==> config.mk <==
export PLATFORM = sky130hd
export DESIGN_NAME = aes_mixcol_unit
export DESIGN_NICKNAME = d
export VERILOG_FILES = /design/src/rtl/mixcol_pkg.sv /design/src/rtl/mixcol_column.sv /design/src/rtl/mixcol_datapath.sv /design/src/rtl/mixcol_ctrl.sv /design/src/rtl/aes_mixcol_unit.sv
export SDC_FILE = /design/constraint.sdc
export NUM_CORES = 1
export LEC_CHECK = 0
export ABC_CLOCK_PERIOD_IN_PS = 2400
export BUFFER_PORTS_ARGS = -buffer_cell sky130_fd_sc_hd__buf_2
export CAP_MARGIN = 15
export CORE_MARGIN = 2
export CORE_UTILIZATION = 40
export CTS_BUF_LIST = sky130_fd_sc_hd__clkbuf_2 sky130_fd_sc_hd__clkbuf_4 sky130_fd_sc_hd__clkbuf_8
export DETAILED_ROUTE_END_ITERATION = 8
export PLACE_DENSITY = 0.75
export SLEW_MARGIN = 20
export SYNTH_ARGS = -nofsm -noshare
export SYNTH_HDL_FRONTEND = slang
export SYNTH_SLANG_ARGS = --single-unit
==> constraint.sdc <==
create_clock -name clk -period 2.4 [get_ports clk]
set_clock_uncertainty 0.05 [all_clocks]
set_input_delay 0.24 -clock clk [delete_from_list [all_inputs] [get_ports clk]]
set_output_delay 0.24 -clock clk [all_outputs]
set_load 0.005 [all_outputs]
==> src/rtl/mixcol_pkg.sv <==
package mixcol_pkg;

  localparam int BYTE_W    = 8;
  localparam int COL_BYTES = 4;
  localparam int COL_W     = BYTE_W * COL_BYTES;

  // Strobes from control to datapath
  typedef struct packed {
    logic captureEn;
    logic clearEn;
  } mixcol_strobe_t;

  // Doubling in GF(2^8): shift, then fold the carried-out bit back in
  function automatic logic [BYTE_W-1:0] gfDouble(
    input logic [BYTE_W-1:0] b,
    input logic [BYTE_W-1:0] reducePoly
  );
    logic [BYTE_W-1:0] shifted;
    shifted = {b[BYTE_W-2:0], 1'b0};
    return b[BYTE_W-1] ? (shifted ^ reducePoly) : shifted;
  endfunction

endpackage

==> src/rtl/mixcol_column.sv <==
module mixcol_column
  import mixcol_pkg::*;
#(
  parameter logic [BYTE_W-1:0] REDUCE_POLY = 8'h1B
) (
  input  logic [COL_W-1:0] colIn,
  output logic [COL_W-1:0] colOut
);

  logic [BYTE_W-1:0] aByte [COL_BYTES];
  logic [BYTE_W-1:0] dByte [COL_BYTES];
  logic [BYTE_W-1:0] tByte [COL_BYTES];

  for (genvar i = 0; i < COL_BYTES; i++) begin : g_byte
    assign aByte[i] = colIn[i*BYTE_W +: BYTE_W];
    assign dByte[i] = gfDouble(aByte[i], REDUCE_POLY);
    assign tByte[i] = dByte[i] ^ aByte[i];
  end

  // Circulant row r: 2 on the diagonal, 3 to its right, 1 elsewhere
  for (genvar r = 0; r < COL_BYTES; r++) begin : g_row
    assign colOut[r*BYTE_W +: BYTE_W] = dByte[r]
                                      ^ tByte[(r + 1) % COL_BYTES]
                                      ^ aByte[(r + 2) % COL_BYTES]
                                      ^ aByte[(r + 3) % COL_BYTES];
  end

endmodule

==> src/rtl/mixcol_datapath.sv <==
module mixcol_datapath
  import mixcol_pkg::*;
#(
  parameter int                NUM_COLS    = 4,
  parameter logic [BYTE_W-1:0] REDUCE_POLY = 8'h1B,
  localparam int               STATE_W     = COL_W * NUM_COLS
) (
  input  logic                clk,
  input  mixcol_strobe_t      strobe,
  input  logic [STATE_W-1:0]  inState,
  output logic [STATE_W-1:0]  outState
);

  logic [STATE_W-1:0] mixedState;
  logic [STATE_W-1:0] stateQ;

  for (genvar c = 0; c < NUM_COLS; c++) begin : g_col
    mixcol_column #(.REDUCE_POLY(REDUCE_POLY)) i_column (
      .colIn  (inState[c*COL_W +: COL_W]),
      .colOut (mixedState[c*COL_W +: COL_W])
    );
  end

  always_ff @(posedge clk) begin
    if (strobe.clearEn) begin
      stateQ <= '0;
    end else if (strobe.captureEn) begin
      stateQ <= mixedState;
    end
  end

  assign outState = stateQ;

endmodule

==> src/rtl/mixcol_ctrl.sv <==
module mixcol_ctrl
  import mixcol_pkg::*;
(
  input  logic           clk,
  input  logic           rst,
  input  logic           inValid,
  output mixcol_strobe_t strobe,
  output logic           outValid
);

  logic validQ;

  always_comb begin
    strobe.clearEn   = rst;
    strobe.captureEn = inValid & ~rst;
  end

  always_ff @(posedge clk) begin
    if (rst) begin
      validQ <= 1'b0;
    end else begin
      validQ <= inValid;
    end
  end

  assign outValid = validQ;

endmodule

==> src/rtl/aes_mixcol_unit.sv <==
module aes_mixcol_unit
  import mixcol_pkg::*;
#(
  parameter int  NUM_COLS = 4,
  localparam int STATE_W  = COL_W * NUM_COLS
) (
  input  logic               clk,
  input  logic               rst,
  input  logic               inValid,
  input  logic [STATE_W-1:0] inState,
  output logic               outValid,
  output logic [STATE_W-1:0] outState
);

  mixcol_strobe_t strobe;

  mixcol_ctrl i_ctrl (
    .clk      (clk),
    .rst      (rst),
    .inValid  (inValid),
    .strobe   (strobe),
    .outValid (outValid)
  );

  mixcol_datapath #(.NUM_COLS(NUM_COLS), .REDUCE_POLY(8'h1B)) i_datapath (
    .clk      (clk),
    .strobe   (strobe),
    .inState  (inState),
    .outState (outState)
  );

endmodule

==> metrics.yaml, run 1 <==
yosysMostFrequentCell: "xnor3_1"
syn_area_sq_um: 9360
synthArstFlopShare: 0
slew_headroom: 0.408
fin_ws_ns: 1.16
rsz0062_at_grt: "false"
grt_max_degree: 112
ir_worst_vdd_v: 0.000274
yosysWarnings: 0
die_w_um: 157
p_per_area_nw_per_um2: 643
place_hpwl_um: 18600
clkSinkCount: 129
crit_chain: "buf_2"
cts_made_buffers: 17
cts_setup_buffers: 0
crit_slowest_cell: "dfxtp_1"
drt-initial-drc-count: 254
viasPerCell: 4.97
area_delta_synth_final_pct: 21.2
rows: 55
synthesis.nets: 850
cp-start-kind: "register"
drv_slew: 0
hold_viol_final: 0
min_period_ns: 1.24
fmax_mhz: 806
crit_family: "flip-flops"
critPathMaxFanout: 2
dp_slack_ns: 0.758
finalSetupViolations: 0
max_stage_delay_ns: 0.39
synth_edf_count: 0
yosys.area.top_type: "xnor3_1"
drt_first_pass_iters: 4
core_sq_um: 22800
clk_latency_ns: 0.42
grt-ovfl-total: 0
synth-seq-cells: 129
antenna_found_initial: 0
start_util: 0.411
wl_um: 24700
clk_pin_slew_ns: 0.08
cts-root-buf: "clkbuf_8"
synth_cell_types: 22
die_area_sq_um: 24600
endpoint_kind: "primary output"
vias: 6359
numPortBuffers: 259
critical_path_class: "reg -> out"
cts_tree: "built"
ys.flop_type: "dfxtp_1"
io-pin-count: 260
antenna_left: 0
syn_inst: 719
worst_pin_slew_ns: 0.886
syn_area_per_cell_sq_um: 13.0
power.leakage_nw: 6.01
fillers: 2026
grt_pass1_vias: 6458
seq_area_frac_synth: 0.276
wl_per_cell_um: 19.3
track_usage: 0.200
postCtsHoldBufs: 0
required_ns: 2.11
synth.area.top_cells: "xnor3_1 35%, dfxtp_1 28%, xor3_1 6.9%, xor2_1 6.5%, nand2b_1 6.0%"
diodes: 0
final_layout_size_suffix_gt1_frac: 0.326
nets: 1084
period_share: 0.517
maxCapViolations: 0
htreeDepth: 4
synthDominantCellAreaShare: 0.347
drc: 0
ctsLongestPathBuffers: 2
arrival_ns: 0.95
outcome: "completed"
die_h_um: 157
gp_congestion: 0.829
design_area_sq_um: 11300
hp-class: "in -> reg"
post_cts_resized: 0
dpl_cell_area_sq_um: 10900
path_buf_inv: 1
setup_tns_ns: 0
grt_pass1_wl_um: 37200
synth_commonest_cells: "144 x xnor3_1, 129 x dfxtp_1, 90 x nand2b_1"
==> metal layers <==
layer  vias to the layer above  global-route usage  wire length, um  share of wire
met3                        22              0.0573             1890          0.077
met2                       209               0.331            11900           0.48
li1                       3004                   -                -              -
met4                         0              0.0555              346          0.014
met5                         -                   0                0              0
met1                      3124               0.258            10600           0.43
==> cell type report <==
cell class | count | area (sq um) | area share
clock inverters | 12 | 159 | 0.0140
inverters | 1 | 3.75 | 0.000331
multi-input cells | 538 | 6570 | 0.579
repair buffers | 266 | 1360 | 0.120
well taps | 313 | 392 | 0.0345
flip-flops and latches | 129 | 2580 | 0.228
clock buffers | 20 | 269 | 0.0237
==> placed cells by master, fill, tap and decap left out <==
cell type	instances
clkinvlp_4	5
buf_2	258
bufinv_16	3
xnor2_1	33
clkbuf_8	19
buf_12	1
xnor3_1	144
dfxtp_1	129
nor3b_1	9
xor2_2	7
o21ai_1	14
buf_4	7
a22o_1	8
xor2_4	1
nand2_1	22
clkinv_1	1
xor3_1	27
o22ai_1	89
clkinv_4	3
clkbuf_4	1
nand2b_1	89
clkinv_2	1
nand2b_4	1
xor2_1	69
nor2_4	1
a21o_1	9
xnor2_2	7
o21ai_0	8
==> power by group <==
group / switching (mW) / internal [mW] / leakage [nW]
Sequential: 0.161 / 2.44 / 1.06
Clock: 0.921 / 1.10 / 0.201
Combinational: 1.07 / 1.60 / 4.75
Total: 2.15 / 5.14 / 6.01
==> sequential cells by signal, summed over array words and instances (netlist names) <==
register / cells
i_ctrl.outValid: 1
i_datapath.outState: 128
==> per-stage QoR <==
step           hold WS (ns)  utilization  std cells  power [mW]
2_1_floorplan         0.392            -        719        4.45
3_3_place_gp          0.381        0.479       1247        5.31
3_5_place_dp          0.390        0.479       1247        5.33
4_1_cts               0.151        0.498       1279        7.40
5_1_grt               0.171        0.498       1279        7.70
6_report              0.189        0.498       1279        7.29
==> cell families after synthesis <==
| kind of cell | count (synthesis) | share of synthesized area |
|---|---|---|
| AO/OA/AOI/OAI | 128 | 0.0860 |
| XOR/XNOR | 288 | 0.538 |
| buffers and inverters | 52 | 0.0233 |
| flip-flops | 129 | 0.276 |
| AND/OR/NAND/NOR | 122 | 0.0766 |
==> final timing paths <==
kind	start	to	slack (ns)	cells past startpoint
worst max register to register	i_datapath.outState[99]	i_datapath.outState[99]	1.62	2
worst max-delay path	i_datapath.outState[58]	outState[58]	1.16	1
worst min register to register	i_datapath.outState[36]	i_datapath.outState[36]	0.40	2
worst min-delay path	rst	i_datapath.outState[9]	0.19	2
Power figures use the tool's default switching activity.
==> inputs of run 2 (changes only) <==
--- a/config.mk
+++ b/config.mk
@@ -5,14 +5,14 @@
 export SDC_FILE = /design/constraint.sdc
 export NUM_CORES = 1
 export LEC_CHECK = 0
-export ABC_CLOCK_PERIOD_IN_PS = 2400
+export ABC_CLOCK_PERIOD_IN_PS = 1020
 export BUFFER_PORTS_ARGS = -buffer_cell sky130_fd_sc_hd__buf_2
 export CAP_MARGIN = 15
 export CORE_MARGIN = 2
 export CORE_UTILIZATION = 40
 export CTS_BUF_LIST = sky130_fd_sc_hd__clkbuf_2 sky130_fd_sc_hd__clkbuf_4 sky130_fd_sc_hd__clkbuf_8
 export DETAILED_ROUTE_END_ITERATION = 8
-export PLACE_DENSITY = 0.75
+export PLACE_DENSITY = 0.77
 export SLEW_MARGIN = 20
 export SYNTH_ARGS = -nofsm -noshare
 export SYNTH_HDL_FRONTEND = slang
==> constraint.sdc (replaced) <==
create_clock -name clk -period 1.02 [get_ports clk]
set_clock_uncertainty 0.05 [all_clocks]
set_input_delay 0.102 -clock clk [delete_from_list [all_inputs] [get_ports clk]]
set_output_delay 0.102 -clock clk [all_outputs]
set_load 0.005 [all_outputs]
==> run 2 against run 1 <==
Compared with the run above: combinational power rose to 3.0 times the previous value; non-clock buffer count grew 176; the flow now finishes with violations (negative setup slack); die area did not move; critical endpoint is now outState[76]; highest routed layer unchanged; routed wire length increased by 10%; critical path depth stayed put; via count rose by 11%; global-route usage increased by 1.8 points.
==> metrics.yaml, run 2 (synthesized netlist as in run 1, its figures left out) <==
final_layout_size_suffix_gt1_frac: 0.556
hold_viol_final: 0
power_mw: 18.6
wl_per_cell_um: 18.7
place_hpwl_um: 20400
rrSetupSlack_ns: 0.09
wl_um: 27200
endpoint_kind: "primary output"
clkSinkCount: 129
antenna_found_initial: 0
rows: 55
start_util: 0.411
slew_headroom: 0.670
drt_first_pass_iters: 4
critPathMaxFanout: 2
fmax_mhz: 928
hp-class: "in -> reg"
drv_slew: 0
period_share: 1.06
die_h_um: 157
critical_path_class: "reg -> out"
crit_slowest_cell: "dfxtp_4"
track_usage: 0.219
postCtsHoldBufs: 0
die_area_sq_um: 24600
required_ns: 0.87
worstSetupEndpoint: "outState[76]"
clk_latency_ns: 0.43
largest_reg_flops: 128
crit_chain: "buf_6"
dp_slack_ns: -0.330
r2r_start: "i_datapath.outState[97]"
ir_worst_vdd_v: 0.000674
maxCapViolations: 0
layout_commonest_cell: "buf_2"
core_sq_um: 22800
io-pin-count: 260
layoutNonFillerInstCount: 1455
drc: 0
r2r_cells: 3
worst_pin_slew_ns: 0.494
critPathLaunch: "i_datapath.outState[76]"
design_area_sq_um: 13700
grt_pass1_vias: 7247
drt-initial-drc-count: 333
reg2reg_to: "i_datapath.outState[97]"
clk_pin_slew_ns: 0.09
path_depth: 1
min_period_ns: 1.08
cp-start-kind: "register"
outcome: "finished with violations"
grt_max_degree: 61
rsz0062_at_grt: "true"
grt_pass1_wl_um: 40600
die_w_um: 157
dpl_cell_area_sq_um: 12500
p_per_area_nw_per_um2: 1350
fin_ws_ns: -0.0577
cts-root-buf: "clkbuf_8"
mostFrequentLayoutCells: "178 x buf_2, 168 x buf_4, 144 x xnor3_1"
htreeDepth: 4
viasPerCell: 4.84
arrival_ns: 0.93
cts_tree: "built"
diodes: 0
path_buf_inv: 1
area_delta_synth_final_pct: 46.5
crit_family: "flip-flops"
nets: 1260
violations: "negative setup slack"
max_stage_delay_ns: 0.37
hold-path-cell-count: 3
ctsLongestPathBuffers: 2
power.leakage_nw: 7.15
cts_made_buffers: 17
finalSetupViolations: 96
gp_congestion: 0.874
grt-ovfl-total: 0
vias: 7037
dp.cells: 1394
numPortBuffers: 259
antenna_left: 0
[run 2: worst min-delay path by stage]
stage	from	to
2_1_floorplan	i_ctrl.outValid	outValid
3_3_place_gp	i_datapath.outState[3]	i_datapath.outState[3]
3_5_place_dp	i_datapath.outState[3]	i_datapath.outState[3]
4_1_cts	inState[70]	i_datapath.outState[78]
5_1_grt	inState[70]	i_datapath.outState[78]
6_report	inState[70]	i_datapath.outState[78]
[run 2: per-stage QoR]
step	setup TNS, ns	util	hold slack [ns]
2_1_floorplan	-1.24	-	0.336
3_3_place_gp	-23.37	0.547	0.382
3_5_place_dp	-26.12	0.547	0.388
4_1_cts	-6.65	0.588	0.0110
5_1_grt	-8.63	0.602	0.0300
6_report	-1.00	0.602	0.0531
[run 2: final cells by class]
class | count | area, sq um
Tap cell | 313 | 392
Timing Repair Buffer | 442 | 3370
Inverter | 1 | 5.00
Clock buffer | 19 | 262
Sequential cell | 129 | 2750
Multi-Input combinational cell | 538 | 6820
Fill cell | 1806 | 9070
Clock inverter | 13 | 114
[run 2: report_power, final]
| group | internal (mW) | total [mW] | switching, mW |
|---|---|---|---|
| combinational | 5.05 | 7.90 | 2.86 |
| clock | 2.05 | 4.29 | 2.24 |
| sequential | 5.88 | 6.37 | 0.484 |
| total | 13.0 | 18.6 | 5.58 |
[run 2: repair_timing]
item,in CTS,in global routing
pin swaps,0,0
endpoints found under the setup margin,129,129
setup buffers,15,14
resized for setup,174,37
cloned,0,0
[run 2: layer usage]
metal	track usage	up-vias	wire length (um)
li1	-	3360	-
met1	0.279	3444	11700
met2	0.371	211	13500
met3	0.0537	22	1560
met4	0.0607	0	441
met5	0	-	0
